===== src/rtl/adc_pwr_pkg.sv =====
package adc_pwr_pkg;

    typedef enum logic [1:0] {
        OP_CONVERT = 2'd0,
        OP_PARTIAL = 2'd1,
        OP_FULL    = 2'd2,
        OP_WAKE    = 2'd3
    } op_e;

    typedef enum logic [1:0] {
        MD_NORMAL  = 2'd0,
        MD_PARTIAL = 2'd1,
        MD_FULL    = 2'd2,
        MD_UNKNOWN = 2'd3
    } mode_e;

    typedef enum logic [1:0] {
        FK_DUMMY = 2'd0,
        FK_CUT   = 2'd1,
        FK_CONV  = 2'd2
    } frame_e;

    typedef struct packed {
        logic       dummy;
        logic [1:0] cuts;
        logic       conv;
    } plan_t;

    function automatic plan_t make_plan(op_e op, mode_e md);
        plan_t p;
        logic  awake;
        p     = '0;
        awake = (md == MD_NORMAL);
        case (op)
            OP_CONVERT: begin
                p.dummy = !awake;
                p.conv  = 1'b1;
            end
            OP_PARTIAL: begin
                if (md != MD_PARTIAL) begin
                    p.dummy = !awake;
                    p.cuts  = 2'd1;
                end
            end
            OP_FULL: begin
                case (md)
                    MD_NORMAL:  p.cuts = 2'd2;
                    MD_PARTIAL: p.cuts = 2'd1;
                    MD_UNKNOWN: begin
                        p.dummy = 1'b1;
                        p.cuts  = 2'd2;
                    end
                    default:    p.cuts = 2'd0;
                endcase
            end
            default: p.dummy = !awake;
        endcase
        return p;
    endfunction

    function automatic mode_e next_mode(frame_e kind, mode_e md);
        if (kind != FK_CUT) return MD_NORMAL;
        if (md == MD_NORMAL) return MD_PARTIAL;
        return MD_FULL;
    endfunction

endpackage


===== src/rtl/adc_frame_engine.sv =====
module adc_frame_engine #(
    parameter int DIVW     = 8,
    parameter int FALLW    = 5,
    parameter int RES_BITS = 12
) (
    input  logic                clk,
    input  logic                rst,
    input  logic                start,
    input  logic [FALLW-1:0]    target,
    input  logic [DIVW-1:0]     half,
    input  logic                sdata,
    output logic                cs_n,
    output logic                sclk,
    output logic                last_edge,
    output logic [RES_BITS-1:0] shreg
);
    logic [DIVW-1:0]  cnt;
    logic [DIVW-1:0]  half_m1;
    logic [FALLW-1:0] falls;
    logic [FALLW-1:0] target_q;
    logic             tick;

    always_comb begin
        half_m1   = (half == '0) ? '0 : half - 1'b1;
        tick      = !cs_n && (cnt == half_m1);
        last_edge = tick && !sclk && (falls == target_q);
    end

    always_ff @(posedge clk) begin
        if (rst) begin
            cs_n     <= 1'b1;
            sclk     <= 1'b1;
            cnt      <= '0;
            falls    <= '0;
            target_q <= '0;
            shreg    <= '0;
        end else if (start) begin
            cs_n     <= 1'b0;
            sclk     <= 1'b1;
            cnt      <= '0;
            falls    <= '0;
            target_q <= target;
        end else if (tick) begin
            cnt  <= '0;
            sclk <= !sclk;
            if (sclk) begin
                falls <= falls + 1'b1;
                shreg <= {shreg[RES_BITS-2:0], sdata};
            end else if (falls == target_q) begin
                cs_n <= 1'b1;
            end
        end else if (!cs_n) begin
            cnt <= cnt + 1'b1;
        end
    end

    // the serial clock rests high outside a frame
    p_idle_high_r2: assert property (@(posedge clk) disable iff (rst)
        cs_n |-> sclk);

    // never more falling edges than the frame calls for
    p_falls_bound_r3: assert property (@(posedge clk) disable iff (rst)
        !cs_n |-> (falls <= target_q));

endmodule


===== src/rtl/adc_wait_timers.sv =====
module adc_wait_timers #(
    parameter int CNTW = 16
) (
    input  logic            clk,
    input  logic            rst,
    input  logic            wake_load,
    input  logic [CNTW-1:0] wake_val,
    input  logic            quiet_load,
    input  logic [CNTW-1:0] quiet_val,
    output logic            clear
);
    logic [CNTW-1:0] wake_q;
    logic [CNTW-1:0] quiet_q;

    assign clear = (wake_q == '0) && (quiet_q == '0);

    always_ff @(posedge clk) begin
        if (rst) begin
            wake_q  <= '0;
            quiet_q <= '0;
        end else begin
            if (wake_load)          wake_q <= wake_val;
            else if (wake_q != '0)  wake_q <= wake_q - 1'b1;
            if (quiet_load)         quiet_q <= quiet_val;
            else if (quiet_q != '0) quiet_q <= quiet_q - 1'b1;
        end
    end

    // the quiet gap counts down one per cycle once loaded
    p_quiet_down_r7: assert property (@(posedge clk) disable iff (rst)
        (quiet_q != '0 && !quiet_load) |=> (quiet_q == $past(quiet_q) - 1'b1));

    // the wake wait counts down one per cycle once loaded
    p_wake_down_r6: assert property (@(posedge clk) disable iff (rst)
        (wake_q != '0 && !wake_load) |=> (wake_q == $past(wake_q) - 1'b1));

endmodule


===== src/rtl/adc_power_seq.sv =====
module adc_power_seq
    import adc_pwr_pkg::*;
#(
    parameter int FALLW       = 5,
    parameter int FRAME_FALLS = 16,
    parameter int CUT_FALLS   = 4,
    parameter int RES_BITS    = 12
) (
    input  logic                clk,
    input  logic                rst,
    input  logic                cmd_valid,
    input  logic [1:0]          cmd_op,
    input  logic                timers_clear,
    input  logic                last_edge,
    input  logic [RES_BITS-1:0] shreg,
    output logic                start,
    output logic [FALLW-1:0]    target,
    output logic                wake_arm,
    output logic                idle,
    output logic                done,
    output mode_e               status,
    output logic                result_valid,
    output logic [RES_BITS-1:0] result
);
    typedef enum logic [1:0] {S_IDLE, S_GAP, S_FRAME} st_e;

    st_e    st;
    plan_t  plan;
    frame_e kind;
    frame_e pick;
    mode_e  mode;
    logic   conv_cmd;
    logic   plan_empty;

    always_comb begin
        plan_empty = !plan.dummy && (plan.cuts == 2'd0) && !plan.conv;
        if (plan.dummy)             pick = FK_DUMMY;
        else if (plan.cuts != 2'd0) pick = FK_CUT;
        else                        pick = FK_CONV;
        start    = (st == S_GAP) && !plan_empty && timers_clear;
        target   = (pick == FK_CUT) ? FALLW'(CUT_FALLS) : FALLW'(FRAME_FALLS);
        wake_arm = start && (pick != FK_CUT) &&
                   ((mode == MD_FULL) || (mode == MD_UNKNOWN));
        idle     = (st == S_IDLE);
    end

    always_ff @(posedge clk) begin
        if (rst) begin
            st           <= S_IDLE;
            plan         <= '0;
            kind         <= FK_DUMMY;
            mode         <= MD_UNKNOWN;
            conv_cmd     <= 1'b0;
            done         <= 1'b0;
            status       <= MD_UNKNOWN;
            result_valid <= 1'b0;
            result       <= '0;
        end else begin
            done         <= 1'b0;
            result_valid <= 1'b0;
            case (st)
                S_IDLE: begin
                    if (cmd_valid && timers_clear) begin
                        plan     <= make_plan(op_e'(cmd_op), mode);
                        conv_cmd <= (op_e'(cmd_op) == OP_CONVERT);
                        st       <= S_GAP;
                    end
                end
                S_GAP: begin
                    if (plan_empty) begin
                        done         <= 1'b1;
                        status       <= mode;
                        result_valid <= conv_cmd;
                        st           <= S_IDLE;
                    end else if (timers_clear) begin
                        kind <= pick;
                        if (plan.dummy)             plan.dummy <= 1'b0;
                        else if (plan.cuts != 2'd0) plan.cuts  <= plan.cuts - 2'd1;
                        else                        plan.conv  <= 1'b0;
                        st <= S_FRAME;
                    end
                end
                default: begin
                    if (last_edge) begin
                        mode <= next_mode(kind, mode);
                        if (kind == FK_CONV) result <= shreg;
                        st <= S_GAP;
                    end
                end
            endcase
        end
    end

    // done lasts exactly one cycle
    p_done_pulse_r9: assert property (@(posedge clk) disable iff (rst)
        done |=> !done);

    // a result is only flagged together with done
    p_result_with_done_r10: assert property (@(posedge clk) disable iff (rst)
        result_valid |-> done);

endmodule


===== src/rtl/adc_pwr_host.sv =====
module adc_pwr_host
    import adc_pwr_pkg::*;
#(
    parameter int DIVW        = 8,
    parameter int CNTW        = 16,
    parameter int FRAME_FALLS = 16,
    parameter int CUT_FALLS   = 4,
    parameter int RES_BITS    = 12
) (
    input  logic                clk,
    input  logic                rst,
    input  logic                cmd_valid,
    input  logic [1:0]          cmd_op,
    input  logic [DIVW-1:0]     sclk_half,
    input  logic [CNTW-1:0]     wake_cycles,
    input  logic [CNTW-1:0]     quiet_cycles,
    input  logic                sdata,
    output logic                cs_n,
    output logic                sclk,
    output logic                busy,
    output logic                done,
    output logic [1:0]          done_status,
    output logic                result_valid,
    output logic [RES_BITS-1:0] result
);
    localparam int FALLW = $clog2(FRAME_FALLS + 1);

    logic                start;
    logic [FALLW-1:0]    target;
    logic                wake_arm;
    logic                last_edge;
    logic                tim_clear;
    logic                seq_idle;
    logic [RES_BITS-1:0] shreg;
    mode_e               status;

    adc_frame_engine #(
        .DIVW(DIVW), .FALLW(FALLW), .RES_BITS(RES_BITS)
    ) u_engine (
        .clk(clk), .rst(rst), .start(start), .target(target),
        .half(sclk_half), .sdata(sdata), .cs_n(cs_n), .sclk(sclk),
        .last_edge(last_edge), .shreg(shreg)
    );

    adc_wait_timers #(.CNTW(CNTW)) u_timers (
        .clk(clk), .rst(rst),
        .wake_load(wake_arm), .wake_val(wake_cycles),
        .quiet_load(last_edge), .quiet_val(quiet_cycles),
        .clear(tim_clear)
    );

    adc_power_seq #(
        .FALLW(FALLW), .FRAME_FALLS(FRAME_FALLS),
        .CUT_FALLS(CUT_FALLS), .RES_BITS(RES_BITS)
    ) u_seq (
        .clk(clk), .rst(rst), .cmd_valid(cmd_valid), .cmd_op(cmd_op),
        .timers_clear(tim_clear), .last_edge(last_edge), .shreg(shreg),
        .start(start), .target(target), .wake_arm(wake_arm),
        .idle(seq_idle), .done(done), .status(status),
        .result_valid(result_valid), .result(result)
    );

    assign busy        = !seq_idle || !tim_clear;
    assign done_status = status;

    // a frame only opens once both waits have expired
    p_start_clear_r6: assert property (@(posedge clk) disable iff (rst)
        $fell(cs_n) |-> $past(tim_clear));

    // the block reports busy during every frame
    p_busy_in_frame_r8: assert property (@(posedge clk) disable iff (rst)
        !cs_n |-> busy);

endmodule


===== config.mk =====
export PLATFORM = sky130hd
export DESIGN_NAME = adc_pwr_host
export DESIGN_NICKNAME = d
export VERILOG_FILES = /design/src/rtl/adc_pwr_pkg.sv /design/src/rtl/adc_frame_engine.sv /design/src/rtl/adc_wait_timers.sv /design/src/rtl/adc_power_seq.sv /design/src/rtl/adc_pwr_host.sv
export SDC_FILE = /design/constraint.sdc
export NUM_CORES = 1
export LEC_CHECK = 0
export CAP_MARGIN = 15
export CORE_MARGIN = 4
export CORE_UTILIZATION = 60
export DETAILED_ROUTE_END_ITERATION = 12
export PLACE_DENSITY_LB_ADDON = 0.08
export SYNTH_ARGS = -nofsm -noshare
export SYNTH_HDL_FRONTEND = slang
export SYNTH_HIERARCHICAL = 1
export SYNTH_SLANG_ARGS = --single-unit

===== constraint.sdc =====
create_clock -name clk -period 5.8 [get_ports clk]
set_input_delay 0.87 -clock clk [delete_from_list [all_inputs] [get_ports clk]]
set_output_delay 0.87 -clock clk [all_outputs]
set_load 0.05 [all_outputs]

After elaboration in Yosys (flattened, before gate mapping)
Index checks and enable logic that the tools add are counted.
Word-level totals
  bits in latches: 0
  bits in registers: 91
  logic and storage cells: 149
  output and inout bits: 19
  RAM bits: 0
  bits in read-only memories: 0
  memories kept: 0
Operators by class
  bitwise logic cells: 4
  divide/modulo/power cells: 0
  $mul: 0
  mux-type cells: 44
  reduce and logical (&&, ||, !) cells: 55
  eq/ne operators: 21
  $add $sub $neg: 6
  shifts and indexed selects: 0
  $lt $le $gt $ge: 0
Operators with widths (number)
  2-to-1 mux 16 bit: 4
  logical NOT 16 bit: 2
  nonzero test 16 bit: 2
  subtractor 16 x 1 -> 16 bit, second input constant: 2
  2-to-1 mux 2 bit: 11
  2-to-1 mux 1 bit: 17
  AND reduction 3 bit: 5
  2-to-1 mux 4 bit: 3
  inequality test 2 bit, second input constant: 6
  one-hot mux 2 bit (2 select lines): 3
  AND reduction 6 bit: 2
  nonzero test 2 bit: 6
  logical AND 1 bit: 11
  adder 8 x 1 -> 8 bit, second input constant: 1
  equality test 2 x 1 -> 1 bit, second input constant: 4
  equality test 2 bit, second input constant: 4
  equality test 8 bit: 1
  logical NOT 1 bit: 8
  logical NOT 2 bit: 4
  logical NOT 8 bit: 1
  2-to-1 mux 8 bit: 1
  inequality test 2 x 1 -> 1 bit, second input constant: 4
  one-hot mux 4 bit (2 select lines): 1
  AND reduction 2 bit: 4
  14 further kinds: 23

Longest topological paths before layout
Gate-level depths: netlist of the first run.
  depth after elaboration: 15
  mapped depth: 13

Cells and area by module
Netlist of the first run, hierarchy kept.
By module, submodules not included
  adc_frame_engine: times used 1, sequential area each 640.6 µm², area each 1854.3 µm², cells an instance 205
  adc_wait_timers: times used 1, sequential area each 640.6 µm², area each 1795.5 µm², cells an instance 226
  adc_power_seq: times used 1, sequential area each 540.5 µm², area each 1247.4 µm², cells an instance 155
  adc_pwr_host: times used 1, sequential area each 0.0 µm², area each 3.8 µm², cells an instance 1

Worst setup path before layout of the first run
No wires, ideal clock.
  kind: input -> register
  start point: input port sclk_half[0]
  end point: register u_timers.quiet_q[14]
  path buffers: 1
  stages on the path: 12
  arrival: 4.171 ns
  setup slack: 1.560 ns
  required time: 5.731 ns
  cells stage by stage: inv_1 -> ha_1 -> or4b_4 -> o21ai_1 -> a211oi_1 -> or4_1 -> buf_6 -> nor4_1 -> clkinv_1 -> nor2_1 -> nand2_1 -> o21ai_1
Between the ends
  word-level cells in the longest chain between the ends: 7
Ends and longest elaborated chain
  start, declared: line adc_pwr_host.sv:14  | input logic [DIVW-1:0] sclk_half,
  subtractor 8 x 1 -> 8 bit / logical NOT 8 bit (equally long branches): line adc_frame_engine.sv:24  | half_m1 = (half == '0) ? '0 : half - 1'b1;
  2-to-1 mux 8 bit (*): line adc_frame_engine.sv:24
  equality test 8 bit (*): line adc_frame_engine.sv:25  | tick = !cs_n && (cnt == half_m1);
  logical AND 1 bit (*): line adc_frame_engine.sv:25
  logical AND 1 bit (*) (2 in series): line adc_frame_engine.sv:26  | last_edge = tick && !sclk && (falls == target_q);
  via last_edge: line adc_pwr_host.sv:31  | logic last_edge;
  2-to-1 mux 16 bit / nonzero test 2 bit (equally long branches)
  end signal, assigned: line adc_wait_timers.sv:24  | if (quiet_load) quiet_q <= quiet_val;
  end signal, assigned: line adc_wait_timers.sv:25  | else if (quiet_q != '0) quiet_q <= quiet_q - 1'b1;
  end, declared: line adc_wait_timers.sv:13  | logic [CNTW-1:0] quiet_q;
Mark *: on every way through the listed nets, which the timed path passes. The rest lies on a longest branch.
A chain may end at the register's enable or synchronous reset.

Final worst setup path of the first run
  start point: input port sclk_half[0]
  end point: register u_seq.result[0]
Between the ends
  word-level cells in the longest chain between the ends: 7
Ends and longest elaborated chain
  subtractor 8 x 1 -> 8 bit / logical NOT 8 bit (equally long branches): line adc_frame_engine.sv:24
  2-to-1 mux 8 bit (*): line adc_frame_engine.sv:24
  equality test 8 bit (*): line adc_frame_engine.sv:25
  logical AND 1 bit (*): line adc_frame_engine.sv:25
  logical AND 1 bit (*) (2 in series): line adc_frame_engine.sv:26
  via last_edge: line adc_pwr_host.sv:31
  AND reduction 3 bit (no source line) (*)
  end signal, assigned: line adc_power_seq.sv:86  | if (kind == FK_CONV) result <= shreg;
  end, declared: line adc_power_seq.sv:23  | output logic [RES_BITS-1:0] result
Marked as above.

==> impl_metrics.env, run 1 <==
export IMPL_die_width_um=98.4
export IMPL_place_congestion=0.872
export IMPL_finalWirelength_um=10800
export IMPL_viasPerCell=5.87
export IMPL_routedWlPerCell_um=14.6
export IMPL_synth_adder_area_share=0.0332
export IMPL_synth_enable_flop_cells=0
export IMPL_top_level_ports=65
export IMPL_start_util=0.625
export IMPL_grtUsageTotal=0.218
export IMPL_drive_above_1_share=0.0702
export IMPL_final_common_cell="dfxtp_1"
export IMPL_relSlewSlack=0.335
export IMPL_design_core_area_mm2=0.00785
export IMPL_hold_viol=0
export IMPL_muxShareOfSynthArea=0.0490
export IMPL_dieArea_mm2=0.00968
export IMPL_fillers=599
export IMPL_hold_slack_ns=0.456
export IMPL_fin_skew_ns=0.0105
export IMPL_power_density_mw_per_mm2=346
export IMPL_cp_start_kind="input port"
export IMPL_syn2layout_area_growth_pct=17.6
export IMPL_whs_path_depth=2
export IMPL_cp_depth=12
export IMPL_critPathCaptureType="flip-flop"
export IMPL_grt_pass1_wl_um=17900
export IMPL_cp_top_family="simple AND/OR/NAND/NOR gates"
export IMPL_post_route_drc_count=0
export IMPL_drtIter0Drc=241
export IMPL_drv_slew=0
export IMPL_syn_inst=587
export IMPL_crit_buf_inv=2
export IMPL_postCtsHoldBufs=0
export IMPL_cts_resized=0
export IMPL_die_height_um=98.4
export IMPL_clk_path_buf_depth=2
export IMPL_synth_seq_cells=91
export IMPL_crit_arrival_ns=4.81
export IMPL_antenna_found_initial=0
export IMPL_syn_area_mm2=0.00490
export IMPL_ant_nets=0
export IMPL_status="finished, final reports clean"
export IMPL_hpwl_um=7840
export IMPL_yosysWarnings=6
export IMPL_async_reset_ff_frac=0
export IMPL_fmax_mhz=221
export IMPL_grt_max_degree=62
export IMPL_tns_ns=0
export IMPL_placementRows=32
export IMPL_rsz0062_at_grt="false"
export IMPL_grt_pass1_vias=3958
export IMPL_min_period_ns=4.52
export IMPL_fin_crit_sh=0.779
export IMPL_critPathRequiredTime_ns=6.09
export IMPL_antennaDiodeCount=0
export IMPL_synth_cell_types=66
export IMPL_cts_root_buf="clkbuf_8"
export IMPL_dr_pass1_iters=5
export IMPL_crit_fanout=12
export IMPL_rr_worst_depth=9
export IMPL_path_class="input port to flip-flop"
export IMPL_postCtsSetupBuffers=0
export IMPL_synth_xor_area_frac=0.0625
export IMPL_max_cap_violations=0
export IMPL_critical_path_slowest_cell="nor3b_2"
export IMPL_cts_tree="built"
export IMPL_syn_avg_cell_area_um2=8.35
export IMPL_port_buffers=64
export IMPL_synth_simple_area_share=0.294
export IMPL_synth_top_family_by_area="simple AND/OR/NAND/NOR gates"
export IMPL_path_clk_slew_ns=0.10
export IMPL_max_stage_delay_ns=0.69
export IMPL_p_leak_nw=2.04
export IMPL_nNetsFinal=695
export IMPL_ir_worst_vdd_v=0.000259
export IMPL_clkSinkCount=91
export IMPL_final_cells=743
export IMPL_vias=4362
export IMPL_tightest_slew_ns=0.990
export IMPL_place_inst=727
export IMPL_clock_latency_ns=0.36
export IMPL_setup_violations=0
export IMPL_synth_seq_area_share=0.372
export IMPL_synth_flop_cell="dfxtp_1"
export IMPL_final_cell_mix="dfxtp_1, nand2_1, clkdlybuf4s50_1, nor2_1, a21oi_1"
export IMPL_crit_path_frequent_cell="nand2_1"
export IMPL_overflow=0
export IMPL_cts_htree_levels=3
export IMPL_hold_path_class="flip-flop to flip-flop"
export IMPL_cts_buffers=9
export IMPL_crit_chain="clkdlybuf4s50_1 > inv_1 > ha_1 > or4b_4 > o21ai_1 > a211oi_1 > or4_1 > nor4_2 > nand2_1 > nor3b_2 > nand2_1 > a21oi_1"
export IMPL_synth_compound_area_frac=0.138
==> synthesized netlist by cell type (3+ instances only) <==
| cell type | instances | area, um2 |
|---|---|---|
| a211o_1 | 5 | 43.8 |
| a211oi_1 | 8 | 60.1 |
| a21oi_1 | 36 | 180 |
| a22oi_1 | 3 | 22.5 |
| a31oi_1 | 5 | 31.3 |
| and3_1 | 4 | 25.0 |
| buf_2 | 4 | 20.0 |
| buf_4 | 4 | 30.0 |
| buf_6 | 3 | 33.8 |
| clkbuf_1 | 19 | 71.3 |
| dfxtp_1 | 91 | 1820 |
| ha_1 | 13 | 163 |
| inv_1 | 20 | 75.1 |
| mux2i_1 | 24 | 240 |
| nand2_1 | 74 | 278 |
| nand2b_1 | 21 | 131 |
| nand3_1 | 8 | 40.0 |
| nand3b_1 | 4 | 30.0 |
| nand4_1 | 5 | 31.3 |
| nor2_1 | 43 | 161 |
| nor2b_1 | 7 | 43.8 |
| nor3_1 | 27 | 135 |
| nor3b_1 | 4 | 30.0 |
| nor4_1 | 11 | 68.8 |
| o211ai_1 | 3 | 22.5 |
| o21ai_0 | 20 | 100 |
| o21ai_1 | 5 | 25.0 |
| o22ai_1 | 3 | 18.8 |
| o31ai_1 | 3 | 22.5 |
| or3_1 | 16 | 100 |
| or3b_2 | 4 | 35.0 |
| or4_1 | 12 | 90.1 |
| or4_4 | 3 | 33.8 |
| xnor2_1 | 21 | 184 |
| xor2_1 | 14 | 123 |
==> per-stage QoR <==
step / power, W / utilization / worst slack, ns / cell area (um2)
after global placement: 0.00151 / 0.707 / 1.07 / 5550
after CTS: 0.00200 / 0.735 / 1.32 / 5760
after global routing: 0.00212 / 0.735 / 0.916 / 5760
after detailed placement: 0.00153 / 0.707 / 0.938 / 5550
after floorplan: 0.00138 / - / 1.56 / 4910
final: 0.00199 / 0.735 / 1.28 / 5760
==> worst paths after layout <==
kind | slack [ns] | to | startpoint
worst min register to register | 0.46 | u_seq/result[7] | u_engine/shreg[7]
worst max-delay path | 1.28 | u_seq/result[0] | sclk_half[0]
worst max register to register | 2.06 | u_timers/wake_q[8] | u_timers/quiet_q[12]
worst min-delay path | 0.46 | u_seq/result[7] | u_engine/shreg[7]
==> tightest hold or removal path, cell delays in order (launching register included) <==
cell and delay (ns):
dfxtp_1 0.32, nand2_1 0.05, a21oi_1 0.05
==> cell families after synthesis <==
logic type / Yosys count
AO/OA/AOI/OAI: 107
XOR/XNOR: 35
adder cells (fa/ha/maj): 13
buffers and inverters: 55
flip-flops: 91
multiplexers: 24
other: 1
AND/OR/NAND/NOR: 261
==> layer usage <==
metal  vias to the layer above  GRT usage  part of all wire
li1                       2173          -                 -
met1                      2031      0.287              0.46
met2                       138      0.366              0.47
met3                        20     0.0357             0.058
met4                         0     0.0693             0.013
met5                         -          0                 0
==> flip-flops by register name (all words and copies together), names as in the netlist, 2 cells and up <==
name,cells
u_engine/shreg,12
u_engine/target_q,5
u_seq/result,12
u_seq/kind,2
u_timers/wake_q,16
u_seq/status,2
u_engine/falls,5
u_seq/mode,2
u_timers/quiet_q,16
u_seq/plan,4
u_seq/st,2
u_engine/cnt,8
==> report_power, final <==
group / leakage (nW) / switching, W / internal [W] / total, W
Combinational: 1.20 / 0.000379 / 0.000353 / 0.000732
Sequential: 0.738 / 0.0000881 / 0.000711 / 0.000799
Clock: 0.107 / 0.000252 / 0.000212 / 0.000464
Total: 2.04 / 0.000718 / 0.00128 / 0.00199
==> area by class of cell <==
type                       instances  area (um2)  share of cell area
multi-input combinational        443        2850               0.494
sequential                        91        1820               0.316
timing repair buffer              67         658               0.114
tap                              102         128              0.0221
clock buffer                       9         124              0.0215
clock inverter                     7        93.8              0.0163
inverter                          24        90.1              0.0156
Note: power is estimated with default switching activity, not from simulation.
==> inputs of run 2 (changes only) <==
--- a/config.mk
+++ b/config.mk
@@ -7,7 +7,7 @@
 export LEC_CHECK = 0
 export CAP_MARGIN = 15
 export CORE_MARGIN = 4
-export CORE_UTILIZATION = 60
+export CORE_UTILIZATION = 50
 export DETAILED_ROUTE_END_ITERATION = 12
 export PLACE_DENSITY_LB_ADDON = 0.08
 export SYNTH_ARGS = -nofsm -noshare
==> constraint.sdc (replaced) <==
create_clock -name clk -period 3.9 [get_ports clk]
set_input_delay 0.585 -clock clk [delete_from_list [all_inputs] [get_ports clk]]
set_output_delay 0.585 -clock clk [all_outputs]
set_load 0.05 [all_outputs]
==> impl_metrics.env, run 2 (synthesis gave the netlist of run 1 again) <==
export IMPL_cp_start_kind="input port"
export IMPL_ir_worst_vdd_v=0.000334
export IMPL_post_route_drc_count=0
export IMPL_crit_start="sclk_half[1]"
export IMPL_cts_resized=0
export IMPL_cts_htree_levels=3
export IMPL_grt_pass1_wl_um=18100
export IMPL_postCtsSetupBuffers=0
export IMPL_hpwl_um=7710
export IMPL_ant_nets=0
export IMPL_antenna_found_initial=0
export IMPL_place_area_mm2=0.00571
export IMPL_cp_top_family="simple AND/OR/NAND/NOR gates"
export IMPL_clk_path_buf_depth=2
export IMPL_power_density_mw_per_mm2=488
export IMPL_postCtsHoldBufs=0
export IMPL_relSlewSlack=0.440
export IMPL_max_stage_delay_ns=0.57
export IMPL_rsz0062_at_grt="false"
export IMPL_hold_viol=0
export IMPL_status="finished, final reports clean"
export IMPL_start_util=0.523
export IMPL_tns_ns=0
export IMPL_max_cap_violations=0
export IMPL_path_class="input port to flip-flop"
export IMPL_dieArea_mm2=0.0115
export IMPL_placementRows=35
export IMPL_nNetsFinal=712
export IMPL_grt_pass1_vias=4019
export IMPL_top_level_ports=65
export IMPL_routedWlPerCell_um=13.2
export IMPL_crit_chain="clkdlybuf4s50_1 > inv_1 > ha_1 > or4b_4 > o21ai_1 > a211oi_1 > or4_1 > nor4_4 > nand2_1 > nor3b_2 > buf_4 > nand2_1 > a21oi_1"
export IMPL_syn2layout_area_growth_pct=20.6
export IMPL_die_height_um=107
export IMPL_fin_skew_ns=0.0192
export IMPL_fin_crit_sh=0.909
export IMPL_final_cells=787
export IMPL_place_inst=771
export IMPL_cts_tree="built"
export IMPL_design_core_area_mm2=0.00937
export IMPL_place_congestion=0.917
export IMPL_crit_path_frequent_cell="nand2_1"
export IMPL_hold_path_class="flip-flop to flip-flop"
export IMPL_port_buffers=64
export IMPL_largestRegisters="u_timers/quiet_q (16), u_timers/wake_q (16)"
export IMPL_p_leak_nw=2.12
export IMPL_die_width_um=107
export IMPL_grtUsageTotal=0.190
export IMPL_final_cell_mix="dfxtp_1, nand2_1, clkdlybuf4s50_1, nor2_1, a21oi_1"
export IMPL_reg2reg_from="u_timers/quiet_q[12]"
export IMPL_grt_max_degree=49
export IMPL_antennaDiodeCount=0
export IMPL_critPathRequiredTime_ns=4.20
export IMPL_fin_area_mm2=0.00591
export IMPL_vias=4280
export IMPL_drv_slew=0
export IMPL_clkSinkCount=91
export IMPL_fmax_mhz=282
export IMPL_drtIter0Drc=138
export IMPL_final_common_cell="dfxtp_1"
export IMPL_min_period_ns=3.55
export IMPL_crit_buf_inv=3
export IMPL_overflow=0
export IMPL_hold_start="u_seq/result[2]"
export IMPL_path_clk_slew_ns=0.11
export IMPL_critical_path_slowest_cell="or4_1"
export IMPL_dr_pass1_iters=5
export IMPL_drive_above_1_share=0.0957
export IMPL_critPathCaptureType="flip-flop"
export IMPL_setup_violations=0
export IMPL_cts_buffers=9
export IMPL_clock_latency_ns=0.36
export IMPL_cts_root_buf="clkbuf_8"
export IMPL_finalWirelength_um=10400
export IMPL_crit_arrival_ns=3.84
export IMPL_viasPerCell=5.44
export IMPL_crit_fanout=12
export IMPL_tightest_slew_ns=0.840
-- run 2: changes by cell type in the layout (fill, tap and decap cells not counted), sizes merged --
cell | previous run | this run
buf | 4 | 22
bufinv | 1 | 0
clkdlybuf4s50 | 63 | 62
clkinv | 3 | 4
clkinvlp | 1 | 2
inv | 26 | 25
-- run 2: report_power, final --
part | internal (W) | switching, W | total, W
Sequential | 0.00106 | 0.000124 | 0.00118
Clock | 0.000249 | 0.000369 | 0.000619
Combinational | 0.000530 | 0.000556 | 0.00109
-- run 2: worst reg2reg max path, delay by kind of cell, from the launching register on --
kind                   cells  cell delay, ns
and+or+nand+nor            7            2.43
buffers and inverters      2            0.45
DFF                        1            0.37
AOI/OAI and AO/OA          1            0.09
-- run 2: metrics by stage --
stage | setup WS [ns] | utilization | power [W] | hold WS, ns
2_1_floorplan | 0.263 | - | 0.00205 | 0.430
3_3_place_gp | 0.0558 | 0.610 | 0.00225 | 0.440
3_5_place_dp | 0.0259 | 0.610 | 0.00228 | 0.445
4_1_cts | 0.370 | 0.631 | 0.00291 | 0.450
5_1_grt | 0.161 | 0.631 | 0.00310 | 0.470
6_report | 0.353 | 0.631 | 0.00288 | 0.456
-- run 2: final timing paths --
path | endpoint | slack (ns) | depth (start not counted)
max | u_seq/result[7] | 0.35 | 13
max reg2reg | u_timers/wake_q[9] | 0.50 | 10
min | u_seq/result[2] | 0.46 | 2
min reg2reg | u_seq/result[2] | 0.46 | 2
-- run 2: layout make-up --
| type | count | area, um2 |
|---|---|---|
| flip-flops and latches | 91 | 1820 |
| clock inverters | 7 | 71.3 |
| clock buffers | 9 | 124 |
| repair buffers | 84 | 783 |
| well taps | 129 | 161 |
| fillers | 867 | 3460 |
| multi-input cells | 443 | 2860 |
| inverters | 24 | 90.1 |
-- run 2: metal layers --
layer	vias up	routed length [um]	track usage
met5	-	0	0
met4	0	95	0.0530
met3	9	443	0.0391
met2	86	4910	0.317
met1	1973	4930	0.249
li1	2212	-	-
==> inputs of run 3 (changes only) <==
--- a/config.mk
+++ b/config.mk
@@ -7,7 +7,7 @@
 export LEC_CHECK = 0
 export CAP_MARGIN = 15
 export CORE_MARGIN = 4
-export CORE_UTILIZATION = 50
+export CORE_UTILIZATION = 56
 export DETAILED_ROUTE_END_ITERATION = 12
 export PLACE_DENSITY_LB_ADDON = 0.08
 export SYNTH_ARGS = -nofsm -noshare
==> constraint.sdc (replaced) <==
create_clock -name clk -period 3.82 [get_ports clk]
set_input_delay 0.573 -clock clk [delete_from_list [all_inputs] [get_ports clk]]
set_output_delay 0.573 -clock clk [all_outputs]
set_load 0.05 [all_outputs]
==> impl_metrics.env, run 3 (synthesis gave the netlist of run 1 again) <==
export IMPL_switchingPower_w=0.00109
export IMPL_routedWlPerCell_um=14.5
export IMPL_setup_slack_ns=0.228
export IMPL_reg2reg_slack_ns=0.42
export IMPL_path_class="input port to flip-flop"
export IMPL_p_comb_frac=0.378
export IMPL_cp_start_kind="input port"
export IMPL_die_width_um=102
export IMPL_p_int_w=0.00187
export IMPL_largestRegisters="u_timers/quiet_q (16), u_timers/wake_q (16)"
export IMPL_grt_pass1_wl_um=18800
export IMPL_cts_htree_levels=3
export IMPL_tns_ns=0
export IMPL_power_frac_clock=0.213
export IMPL_pre_cts_slack_ns=-0.0845
export IMPL_cts_tree="built"
export IMPL_p_leak_nw=2.12
export IMPL_postCtsHoldBufs=0
export IMPL_top_level_ports=65
export IMPL_grt_pass1_vias=4188
export IMPL_setup_violations=0
export IMPL_final_cell_mix="dfxtp_1, nand2_1, clkdlybuf4s50_1, nor2_1, a21oi_1"
export IMPL_drv_slew=0
export IMPL_critPathRequiredTime_ns=4.10
export IMPL_tightest_slew_ns=0.794
export IMPL_vias=4384
export IMPL_clk_path_buf_depth=2
export IMPL_fin_skew_ns=0.0144
export IMPL_cts_resized=0
export IMPL_hold_slack_ns=0.455
export IMPL_finalWirelength_um=11100
export IMPL_ir_worst_vdd_v=0.000425
export IMPL_design_core_area_mm2=0.00838
export IMPL_path_clk_slew_ns=0.10
export IMPL_syn2layout_area_growth_pct=20.0
export IMPL_viasPerCell=5.73
export IMPL_swShare=0.367
export IMPL_nNetsFinal=714
export IMPL_power_density_mw_per_mm2=503
export IMPL_max_cap_violations=0
export IMPL_rsz0062_at_grt="false"
export IMPL_port_buffers=64
export IMPL_cts_buffers=9
export IMPL_die_height_um=102
export IMPL_clkSinkCount=91
export IMPL_crit_fanout=12
export IMPL_fin_crit_sh=0.940
export IMPL_ant_nets=0
export IMPL_post_route_drc_count=0
export IMPL_critPathCaptureType="flip-flop"
export IMPL_p_seq_frac=0.409
export IMPL_crit_arrival_ns=3.87
export IMPL_drtIter0Drc=206
export IMPL_drive_above_1_share=0.0985
export IMPL_relSlewSlack=0.470
export IMPL_fmax_mhz=278
export IMPL_placementRows=33
export IMPL_clock_latency_ns=0.36
export IMPL_overflow=0
export IMPL_dieArea_mm2=0.0103
export IMPL_min_period_ns=3.59
export IMPL_postCtsSetupBuffers=0
export IMPL_place_congestion=0.833
export IMPL_final_common_cell="dfxtp_1"
export IMPL_antennaDiodeCount=0
export IMPL_start_util=0.585
export IMPL_antenna_found_initial=0
export IMPL_grtUsageTotal=0.220
export IMPL_status="finished, final reports clean"
export IMPL_grt_max_degree=51
export IMPL_dr_pass1_iters=5
export IMPL_cts_root_buf="clkbuf_8"
export IMPL_hold_viol=0
export IMPL_hpwl_um=8070
export IMPL_hold_path_class="flip-flop to flip-flop"
[run 3: worst max-delay path, cell delays in order]
cell             delay, ns
clkdlybuf4s50_1       0.42
inv_1                 0.09
ha_1                  0.26
or4b_4                0.51
o21ai_1               0.19
a211oi_1              0.11
or4_1                 0.53
nor4_2                0.32
buf_4                 0.18
nand2_1               0.08
nor3b_2               0.18
buf_4                 0.20
nand2_1               0.08
a21oi_1               0.13
[run 3: cell type report]
cell class	instances	area, um2
well taps	105	131
flip-flops and latches	91	1820
clock buffers	9	124
fillers	703	2500
repair buffers	86	798
clock inverters	7	68.8
inverters	24	90.1
multi-input cells	443	2850
[run 3: worst paths after layout]
kind	startpoint	to	depth (start not counted)
worst min-delay path	u_engine/shreg[9]	u_seq/result[9]	2
worst min register to register	u_engine/shreg[9]	u_seq/result[9]	2
worst max-delay path	sclk_half[0]	u_seq/result[1]	14
worst max register to register	u_timers/wake_q[0]	u_timers/wake_q[7]	10
[run 3: per-stage QoR]
| step | utilization | total power, W | instance area (um2) | instances |
|---|---|---|---|---|
| 3_3_place_gp | 0.679 | 0.00230 | 5690 | 749 |
| 2_1_floorplan | - | 0.00209 | 4910 | 589 |
| 4_1_cts | 0.702 | 0.00297 | 5880 | 765 |
| 6_report | 0.702 | 0.00296 | 5880 | 765 |
| 5_1_grt | 0.702 | 0.00317 | 5880 | 765 |
| 3_5_place_dp | 0.679 | 0.00233 | 5690 | 749 |
[run 3: layer usage]
| layer | up-vias | GRT usage | wire, um |
|---|---|---|---|
| li1 | 2211 | - | - |
| met1 | 2054 | 0.295 | 5150 |
| met2 | 113 | 0.371 | 5340 |
| met3 | 6 | 0.0434 | 542 |
| met4 | 0 | 0.0440 | 55 |
| met5 | - | 0 | 0 |
[run 3: power groups by stage]
stage | Combinational [W] | Clock (W) | Sequential [W]
after floorplan | 0.000894 | 0 | 0.00120
after global placement | 0.00108 | 0 | 0.00122
after detailed placement | 0.00110 | 0 | 0.00123
after CTS | 0.00112 | 0.000645 | 0.00121
after global routing | 0.00125 | 0.000689 | 0.00123
final | 0.00112 | 0.000629 | 0.00121
